[config.mk]
export PLATFORM = sky130hd
export DESIGN_NAME = qd_front
export DESIGN_NICKNAME = d
export VERILOG_FILES = /design/src/rtl/qd_pkg.sv /design/src/rtl/qd_tick.sv /design/src/rtl/qd_filter_bit.sv /design/src/rtl/qd_filter.sv /design/src/rtl/qd_decode.sv /design/src/rtl/qd_front.sv
export SDC_FILE = /design/constraint.sdc
export NUM_CORES = 1
export LEC_CHECK = 0
export BUFFER_PORTS_ARGS = -buffer_cell sky130_fd_sc_hd__buf_2
export CAP_MARGIN = 10
export CELL_PAD_IN_SITES_DETAIL_PLACEMENT = 0
export CELL_PAD_IN_SITES_GLOBAL_PLACEMENT = 1
export CORE_MARGIN = 1
export CORE_UTILIZATION = 38
export CTS_CLUSTER_DIAMETER = 80
export DETAILED_ROUTE_END_ITERATION = 7
export GPL_TIMING_DRIVEN = 0
export PLACE_DENSITY_LB_ADDON = 0.1
export SYNTH_ARGS = -nofsm -noshare
export SYNTH_HDL_FRONTEND = slang
export SYNTH_SLANG_ARGS = --single-unit
[constraint.sdc]
create_clock -name clk -period 1.6 [get_ports clk]
set_input_delay 0.16 -clock clk [delete_from_list [all_inputs] [get_ports clk]]
set_output_delay 0.16 -clock clk [all_outputs]
set_load 0.01 [all_outputs]
[src/rtl/qd_pkg.sv]
package qd_pkg;

    typedef enum logic [1:0] {
        RES_NQ = 2'b00,
        RES_X1 = 2'b01,
        RES_X2 = 2'b10,
        RES_X4 = 2'b11
    } res_e;

    // (A,B) level pair to position on the four-phase cycle, forward = up
    function automatic logic [1:0] phase_of(input logic [1:0] ab);
        return {ab[0], ab[1] ^ ab[0]};
    endfunction

endpackage

[src/rtl/qd_tick.sv]
module qd_tick #(
    parameter int PRESCALE_W = 1
) (
    input  logic                  clk,
    input  logic                  rst_n,
    input  logic [PRESCALE_W-1:0] div_code,
    output logic                  tick
);
    typedef struct packed {
        logic [PRESCALE_W-1:0] cnt;
    } st_t;

    st_t st_q, st_d;

    always_comb begin
        st_d = st_q;
        tick = (st_q.cnt >= div_code);
        if (tick) st_d.cnt = '0;
        else      st_d.cnt = st_q.cnt + PRESCALE_W'(1);
    end

    always_ff @(posedge clk) begin
        if (!rst_n) st_q <= '0;
        else        st_q <= st_d;
    end
endmodule

[src/rtl/qd_filter_bit.sv]
module qd_filter_bit #(
    parameter int   STABLE_TICKS = 2,
    parameter logic RST_LEVEL    = 1'b0
) (
    input  logic clk,
    input  logic rst_n,
    input  logic tick,
    input  logic raw,
    output logic level
);
    localparam int RUN_W = $clog2(STABLE_TICKS + 1);

    typedef struct packed {
        logic             smp;
        logic             lvl;
        logic [RUN_W-1:0] run;
    } st_t;

    st_t st_q, st_d;

    always_comb begin
        st_d = st_q;
        if (tick) begin
            if (raw == st_q.smp) begin
                if (st_q.run < RUN_W'(STABLE_TICKS))
                    st_d.run = st_q.run + RUN_W'(1);
            end else begin
                st_d.smp = raw;
                st_d.run = RUN_W'(1);
            end
            if (st_d.run >= RUN_W'(STABLE_TICKS))
                st_d.lvl = st_d.smp;
        end
    end

    always_ff @(posedge clk) begin
        if (!rst_n) begin
            st_q.smp <= RST_LEVEL;
            st_q.lvl <= RST_LEVEL;
            st_q.run <= RUN_W'(STABLE_TICKS);
        end else begin
            st_q <= st_d;
        end
    end

    assign level = st_q.lvl;
endmodule

[src/rtl/qd_filter.sv]
module qd_filter #(
    parameter int             WIDTH        = 3,
    parameter int             STABLE_TICKS = 2,
    parameter logic [WIDTH-1:0] RST_LEVELS = '0
) (
    input  logic             clk,
    input  logic             rst_n,
    input  logic             tick,
    input  logic [WIDTH-1:0] raw,
    output logic [WIDTH-1:0] level
);
    for (genvar i = 0; i < WIDTH; i++) begin : g_bit
        qd_filter_bit #(
            .STABLE_TICKS (STABLE_TICKS),
            .RST_LEVEL    (RST_LEVELS[i])
        ) u_bit (
            .clk   (clk),
            .rst_n (rst_n),
            .tick  (tick),
            .raw   (raw[i]),
            .level (level[i])
        );
    end
endmodule

[src/rtl/qd_decode.sv]
module qd_decode
    import qd_pkg::*;
(
    input  logic [1:0] res_mode,
    input  logic [1:0] ab_new,
    input  logic [1:0] ab_old,
    output logic       pulse,
    output logic       up
);
    logic [1:0] ph_new, ph_old, delta;
    logic       step_up, step_dn, a_moved, x1_edge;

    always_comb begin
        ph_new  = phase_of(ab_new);
        ph_old  = phase_of(ab_old);
        delta   = ph_new - ph_old;
        step_up = (delta == 2'd1);
        step_dn = (delta == 2'd3);
        a_moved = ab_new[1] ^ ab_old[1];
        x1_edge = ((ph_old == 2'd0) && (ph_new == 2'd1)) ||
                  ((ph_old == 2'd1) && (ph_new == 2'd0));
        unique case (res_e'(res_mode))
            RES_X4:  pulse = step_up | step_dn;
            RES_X2:  pulse = (step_up | step_dn) & a_moved;
            RES_X1:  pulse = (step_up | step_dn) & x1_edge;
            default: pulse = 1'b0;
        endcase
        up = step_up;
    end
endmodule

[src/rtl/qd_front.sv]
module qd_front
    import qd_pkg::*;
#(
    parameter int STABLE_TICKS = 2,
    parameter int PRESCALE_W   = 1
) (
    input  logic                  clk,
    input  logic                  rst_n,
    input  logic                  enc_a,
    input  logic                  enc_b,
    input  logic                  enc_idx_n,
    input  logic [1:0]            res_mode,
    input  logic [PRESCALE_W-1:0] fdiv,
    input  logic                  idx_enable,
    input  logic                  idx_sync,
    output logic                  cnt_pulse,
    output logic                  cnt_up,
    output logic                  idx_strobe,
    output logic                  cko
);
    localparam int         NLINES    = 3;
    localparam logic [2:0] LINE_RST  = 3'b001;

    typedef struct packed {
        logic [1:0] ab_prev;
        logic       a_raw_prev;
        logic       idx_raw_prev;
        logic       qual_prev;
        logic       pulse;
        logic       up;
        logic       strobe;
        logic       cko;
    } st_t;

    st_t st_q, st_d;

    logic              tick;
    logic [NLINES-1:0] flt;
    logic [1:0]        flt_ab;
    logic              flt_idx_n;
    logic              dec_pulse, dec_up;
    logic              quad, qual, nq_rise, async_fall;

    qd_tick #(.PRESCALE_W(PRESCALE_W)) u_tick (
        .clk      (clk),
        .rst_n    (rst_n),
        .div_code (fdiv),
        .tick     (tick)
    );

    qd_filter #(
        .WIDTH        (NLINES),
        .STABLE_TICKS (STABLE_TICKS),
        .RST_LEVELS   (LINE_RST)
    ) u_filter (
        .clk   (clk),
        .rst_n (rst_n),
        .tick  (tick),
        .raw   ({enc_a, enc_b, enc_idx_n}),
        .level (flt)
    );

    assign flt_ab    = flt[2:1];
    assign flt_idx_n = flt[0];

    qd_decode u_decode (
        .res_mode (res_mode),
        .ab_new   (flt_ab),
        .ab_old   (st_q.ab_prev),
        .pulse    (dec_pulse),
        .up       (dec_up)
    );

    always_comb begin
        st_d       = st_q;
        quad       = (res_mode != RES_NQ);
        qual       = idx_enable & ~flt_idx_n & (flt_ab[1] == flt_ab[0]);
        nq_rise    = enc_a & ~st_q.a_raw_prev;
        async_fall = idx_enable & ~enc_idx_n & st_q.idx_raw_prev;

        st_d.ab_prev      = flt_ab;
        st_d.a_raw_prev   = enc_a;
        st_d.idx_raw_prev = enc_idx_n;
        st_d.qual_prev    = qual;

        if (quad) begin
            st_d.pulse = dec_pulse;
            st_d.cko   = dec_pulse;
            if (dec_pulse) st_d.up = dec_up;
        end else begin
            st_d.pulse = nq_rise;
            st_d.cko   = enc_a;
            if (nq_rise) st_d.up = enc_b;
        end

        if (quad && idx_sync) st_d.strobe = qual & ~st_q.qual_prev;
        else                  st_d.strobe = async_fall;
    end

    always_ff @(posedge clk) begin
        if (!rst_n) begin
            st_q              <= '0;
            st_q.idx_raw_prev <= 1'b1;
        end else begin
            st_q <= st_d;
        end
    end

    assign cnt_pulse  = st_q.pulse;
    assign cnt_up     = st_q.up;
    assign idx_strobe = st_q.strobe;
    assign cko        = st_q.cko;
endmodule

Word-level counts from Yosys, hierarchy flattened

Cells that the tools add are included.

Mux-type cells: 18
Reductions and logical operators: 13
$add $sub $neg: 5
Magnitude comparators: 7
Equal/unequal tests: 12
Bitwise logic cells: 17

Operators with widths:

| cell                                                     | count |
|---|---|
| two-way mux 2 bit                                        | 10 |
| bitwise AND 1 bit                                        | 8 |
| == test 2 x 1 -> 1 bit, second input constant            | 4 |
| AND reduction 2 bit                                      | 4 |
| two-way mux 1 bit                                        | 7 |
| adder 2 x 1 -> 2 bit, second input constant              | 3 |
| == test 2 bit, second input constant                     | 3 |
| greater-or-equal comparator 2 bit, second input constant | 3 |
| < comparator 2 bit, second input constant                | 3 |
| NOT 1 bit                                                | 5 |
| == test 1 bit                                            | 4 |
| logical NOT 2 bit                                        | 2 |
| nonzero test 2 bit                                       | 2 |
| logical AND 1 bit                                        | 3 |
| one-hot mux 1 bit (3 select lines)                       | 1 |
| XOR 1 bit                                                | 3 |
| != test 2 bit, second input constant                     | 1 |
| OR reduction 2 bit                                       | 1 |
| subtractor 2 bit                                         | 1 |
| adder 1 bit, second input constant                       | 1 |
| greater-or-equal comparator 1 bit                        | 1 |
| logical OR 1 bit                                         | 1 |
| bitwise OR 1 bit                                         | 1 |

Flip-flop bits (word level): 22
Logic and storage cells: 90

Logic depth before layout (Yosys ltp)

Depth after elaboration: 8
Mapped depth: 8
Gate-level depth less buffers: 8

Hierarchy

From an unflattened synthesis, not the netlist that was laid out.

Cells, all modules: 121
Area, all modules: 1138.6 um^2

By module, submodules not included:

| module                                       | cells each | times used | area an instance (um^2) |
|---|---|---|---|
| qd_filter_bit at u_filter.g_bit[1].u_bit ... | 21         | 2          | 196.4 |
| qd_front                                     | 31         | 1          | 319.1 |
| qd_filter_bit at u_filter.g_bit[0].u_bit     | 20         | 1          | 201.4 |
| qd_decode                                    | 25         | 1          | 190.2 |
| qd_tick                                      | 3          | 1          | 35.0 |

Worst setup path after synthesis

Ideal clock, no wire load.

Path kind: flip-flop to flip-flop
Start point: register u_filter.g_bit[2].u_bit.st_q, in the netlist u_filter.g_bit[2].u_bit.level
End point: register st_q, in the netlist cnt_up
Path buffers: 0
Setup slack: 105 ps
Cell stages (with the launch flop): 9
Required time: 1528 ps
Setup time: 72 ps
Arrival time: 1424 ps
Path through: dfxtp_1 inv_1 ha_1 inv_1 ha_1 xnor2_1 xnor2_1 o211ai_1 mux2i_1

Word-level cells in the longest chain between the ends: 8

RTL lines:

| element                                              | RTL line                         | RTL |
|---|---|---|
| start: declaration                                   | qd_filter_bit.sv:19              | `st_t st_q, st_d;` |
| start signal: assignment                             | qd_filter_bit.sv:42              | `st_q <= st_d;` |
| XOR 1 bit                                            | qd_pkg.sv:12                     | `return {ab[0], ab[1] ^ ab[0]};` |
| subtractor 2 bit, or another cell as far along       | qd_decode.sv:16                  | `delta = ph_new - ph_old;` |
| == test 2 x 1 -> 1 bit, or another cell as far along | qd_decode.sv:17                  | `step_up = (delta == 2'd1);` |
| bitwise OR 1 bit or logical OR 1 bit (tied branches) | -                                |  |
| bitwise AND 1 bit (on tied branches)                 | qd_decode.sv:25, qd_decode.sv:24 |  |
| one-hot mux 1 bit (3 select lines)                   | qd_decode.sv:22                  | `unique case (res_e'(res_mode))` |
| != test 2 bit (no source line)                       | -                                |  |
| AND reduction 2 bit (no source line)                 | -                                |  |
| end signal: assignment                               | qd_front.sv:105                  | `st_q <= st_d;` |
| end: declaration                                     | qd_front.sv:35                   | `st_t st_q, st_d;` |

Parallel ways exist; a longest one is shown, timed or not. The select of a mux whose other input is x is not followed.
A chain may end at the register's enable or synchronous reset.

Worst setup path after layout

Start point: register u_filter.g_bit[1].u_bit.st_q, in the netlist u_filter.g_bit[1].u_bit.level
End point: register st_q, in the netlist cnt_up

Word-level cells in the longest chain between the ends: 8

RTL lines:

| element                                              | RTL line |
|---|---|
| start: declaration                                   | qd_filter_bit.sv:19 |
| start signal: assignment                             | qd_filter_bit.sv:42 |
| XOR 1 bit                                            | qd_pkg.sv:12 |
| subtractor 2 bit, or another cell as far along       | qd_decode.sv:16 |
| == test 2 x 1 -> 1 bit, or another cell as far along | qd_decode.sv:17 |
| bitwise OR 1 bit or logical OR 1 bit (tied branches) | - |
| bitwise AND 1 bit (on tied branches)                 | qd_decode.sv:25, qd_decode.sv:24 |
| one-hot mux 1 bit (3 select lines)                   | qd_decode.sv:22 |
| != test 2 bit (no source line)                       | - |
| AND reduction 2 bit (no source line)                 | - |

Parallel ways exist; a longest one is shown, timed or not. The select of a mux whose other input is x is not followed.

==> run_results.csv <==
group,metric,value,unit
synth,synth_top_area_cell,"dfxtp_1",
drt,wire_per_inst,10.96,µm
synth,ys_ff_latch,22,
synth,yosys_warnings,0,
timing,fin_crit,1.501,ns
die,row_count,19,
synth,syn_area,1112,µm²
placed_design,post_dp_cell_area,1216,µm²
die,die_area,3148,µm²
global_route,overflow,0,
placed_design,place_ws,-0.05717,ns
clocking,cts-buffers-inserted,3,
run_status,status,"finished clean",
min_path,min_path_type,"input pin to flip-flop",
global_route,antenna_found_initial,0,
synth,synth-edff-count,0,
timing,period_share,93.79,%
global_route,grt_max_degree,13,
global_route,track_usage,13.60,%
drt,ant_nets,0,
clocking,clockRootBuffer,"clkbuf_4",
worst_setup_path,critPathRequiredTime,1.84,ns
synth,netlist_instances,120,
synth,syn-num-nets,147,
worst_setup_path,end_kind,"flip-flop",
synth,synth_area_leaders,"dfxtp_1 40%, ha_1 19%, o211a_1 6.3%, inv_1 5.7%, nand2_1 4.0%",
clocking,htreeDepth,1,
drt,via_per_inst,4.843,
synth,ys_dominant_reg_cell,"dfxtp_1",
die,start_util,40.34,%
power_and_ir_drop,cellPowerDensity,924.3,nW/µm²
timing,setup_ws,0.09937,ns
worst_setup_path,cp_num_buf_inv,2,
timing,setup_viol_count_final,0,
clocking,cts_tree,"done",
die,die_height,56.11,µm
clocking,clk_path_buf_depth,2,
worst_setup_path,cp_slowest_cell,"dfxtp_2",
timing,tightest_slew,0.4576,ns
worst_setup_path,path_cells,"inv_4 > ha_4 > inv_1 > ha_2 > nor2_1 > o211ai_1 > mux2i_1",
clocking,insertion_delay,0.31,ns
synth,synthMostInstantiatedCell,"dfxtp_1",
timing,slew_headroom,69.43,%
worst_setup_path,worstPathArrival,1.75,ns
global_route,grt_pass1_wl,3298,µm
worst_setup_path,crit_type,"flip-flop to flip-flop",
placed_design,gp_congestion,0.6882,
die,io-pin-count,14,
worst_setup_path,path_max_fanout,3,
timing,finClkSkew,0.002145,ns
die,die_width,56.11,µm
timing,fmax,0.6664,GHz
layout,final_nets,169,
worst_setup_path,slowest_delay,0.37,ns
synth,syn_area_per_cell,9.269,µm²
synth,async_reset_ff_share,0,%
power_and_ir_drop,ir_drop,0.5907,mV
clocking,clk_pin_slew,0.12,ns
die,coreArea,2758,µm²
drt,wirelength,1885,µm
timing,slew_violations,0,
clocking,cts_sinks,22,
global_route,grt_pass1_vias,806,
synth,synth_common_cells,"22 x dfxtp_1, 17 x ha_1, 17 x inv_1, 12 x nand2_1, 7 x o211a_1",
layout,final_cell_area,1325,µm²
synth,yosysSeqAreaShare,39.60,%
synth,synth.distinct_cells,24,
layout,diodes,0,
power_and_ir_drop,leakagePower,0.0006741,µW
placed_design,portBuffers,13,
worst_setup_path,cp_top_family,"adder cells",
drt,via_count,833,
placed_design,dp_hpwl,1400,µm
worst_setup_path,cp-start-kind,"flip-flop",
drt,drtPass1Iterations,4,
drt,drt_iter0_drc,19,
layout,area_delta_synth_final,19.12,%
timing,hold_violations,0,
drt,drc,0,
layout,drive_gt1_share,23.40,%
synth,synth_top_area_share,39.60,%
flow_run,drv_cap,0,
-- placed cells by master, fill, tap and decap left out --
master / count
o211ai_1: 5
xnor2_1: 2
a31o_2: 1
o21ai_0: 1
nand3b_1: 2
nand3_1: 3
a21oi_1: 2
dfxtp_2: 4
inv_4: 1
ha_2: 1
inv_1: 16
a32oi_1: 1
nand2b_1: 3
nor3b_1: 2
o211a_1: 7
and2_2: 1
nor2_1: 6
ha_1: 14
ha_4: 2
clkbuf_1: 2
nor2b_1: 3
nand2_1: 12
nor3_1: 3
xnor2_2: 1
buf_2: 14
mux2i_1: 1
a21boi_0: 2
buf_4: 4
and2_1: 3
clkbuf_4: 3
dfxtp_1: 18
clkbuf_8: 1
-- sequential cells by signal (all words and copies together) (netlist names) --
| signal | flops |
|---|---|
| u_filter.g_bit.u_bit.st_q | 9 |
| st_q | 5 |
| u_filter.g_bit.u_bit.level | 3 |
| cko | 1 |
| cnt_pulse | 1 |
| cnt_up | 1 |
| idx_strobe | 1 |
| u_tick.st_q | 1 |
-- path summary, 6_finish.rpt --
path | start | to | slack [ns] | cells after the start
setup / recovery | u_filter.g_bit[1].u_bit.level | cnt_up | 0.1 | 7
hold / removal | rst_n | st_q[5] | 0.08 | 2
setup reg to reg | u_filter.g_bit[1].u_bit.level | cnt_up | 0.1 | 7
hold reg to reg | u_filter.g_bit[0].u_bit.level | st_q[4] | 0.45 | 1
-- where the power goes --
part / internal [µW] / switching (µW)
Combinational: 147 / 144
Clock: 139 / 168
Sequential: 601 / 25.4
-- timing repair --
action | 4_1_cts | 5_1_grt
hold buffers | 0 | 0
cloned | 0 | 0
endpoints found under the setup margin | 3 | 3
pin swaps | 2 | 5
buffers inserted | 2 | 2
resized for setup | 4 | 6
-- cell type report --
| cell class | count | area [µm²] |
|---|---|---|
| inverter | 17 | 66.31 |
| clock buffer | 4 | 36.28 |
| sequential | 22 | 445.4 |
| buffer | 3 | 12.51 |
| tap | 31 | 38.79 |
| timing repair buffer | 17 | 95.09 |
| fill | 281 | 1433 |
| multi-input combinational | 78 | 630.6 |
-- worst reg2reg max path: stages, from the launching register on --
cell and delay (ns):
dfxtp_2 0.37, inv_4 0.05, ha_4 0.25, inv_1 0.04, ha_2 0.31, nor2_1 0.04
o211ai_1 0.16, mux2i_1 0.22
-- layer usage --
| layer | wire (µm) | GRT usage (%) | up-vias | share of wire (%) |
|---|---|---|---|---|
| met5 | 0 | 0 | - | 0 |
| met1 | 925 | 16.06 | 376 | 49 |
| met2 | 861 | 22.96 | 11 | 46 |
| met3 | 51 | 2.093 | 5 | 2.7 |
| li1 | - | - | 441 | - |
| met4 | 47 | 8.362 | 0 | 2.5 |
-- kinds of logic after synthesis --
| family | share of synthesized area, % |
|---|---|
| AO/OA/AOI/OAI | 13.95 |
| XOR/XNOR | 2.363 |
| adder cells (fa/ha/maj) | 19.12 |
| buffers and inverters | 6.861 |
| flip-flops | 39.59 |
| multiplexers | 0.8999 |
| AND/OR/NAND/NOR | 17.21 |
-- metrics by stage --
| stage | total power, µW | utilization, % | setup TNS [ns] | instances | hold WS (ns) |
|---|---|---|---|---|---|
| floorplan | 819.1 | - | 0 | 120 | 0.2558 |
| global placement | 881.1 | 44.10 | -0.02171 | 164 | 0.4110 |
| detailed placement | 889.9 | 44.10 | -0.1134 | 164 | 0.4110 |
| CTS | 1222 | 46.51 | 0 | 170 | 0.07019 |
| global route | 1310 | 48.05 | -0.008163 | 172 | 0.07363 |
| finish | 1225 | 48.05 | 0 | 172 | 0.07591 |
(Power assumes the default switching activity.)
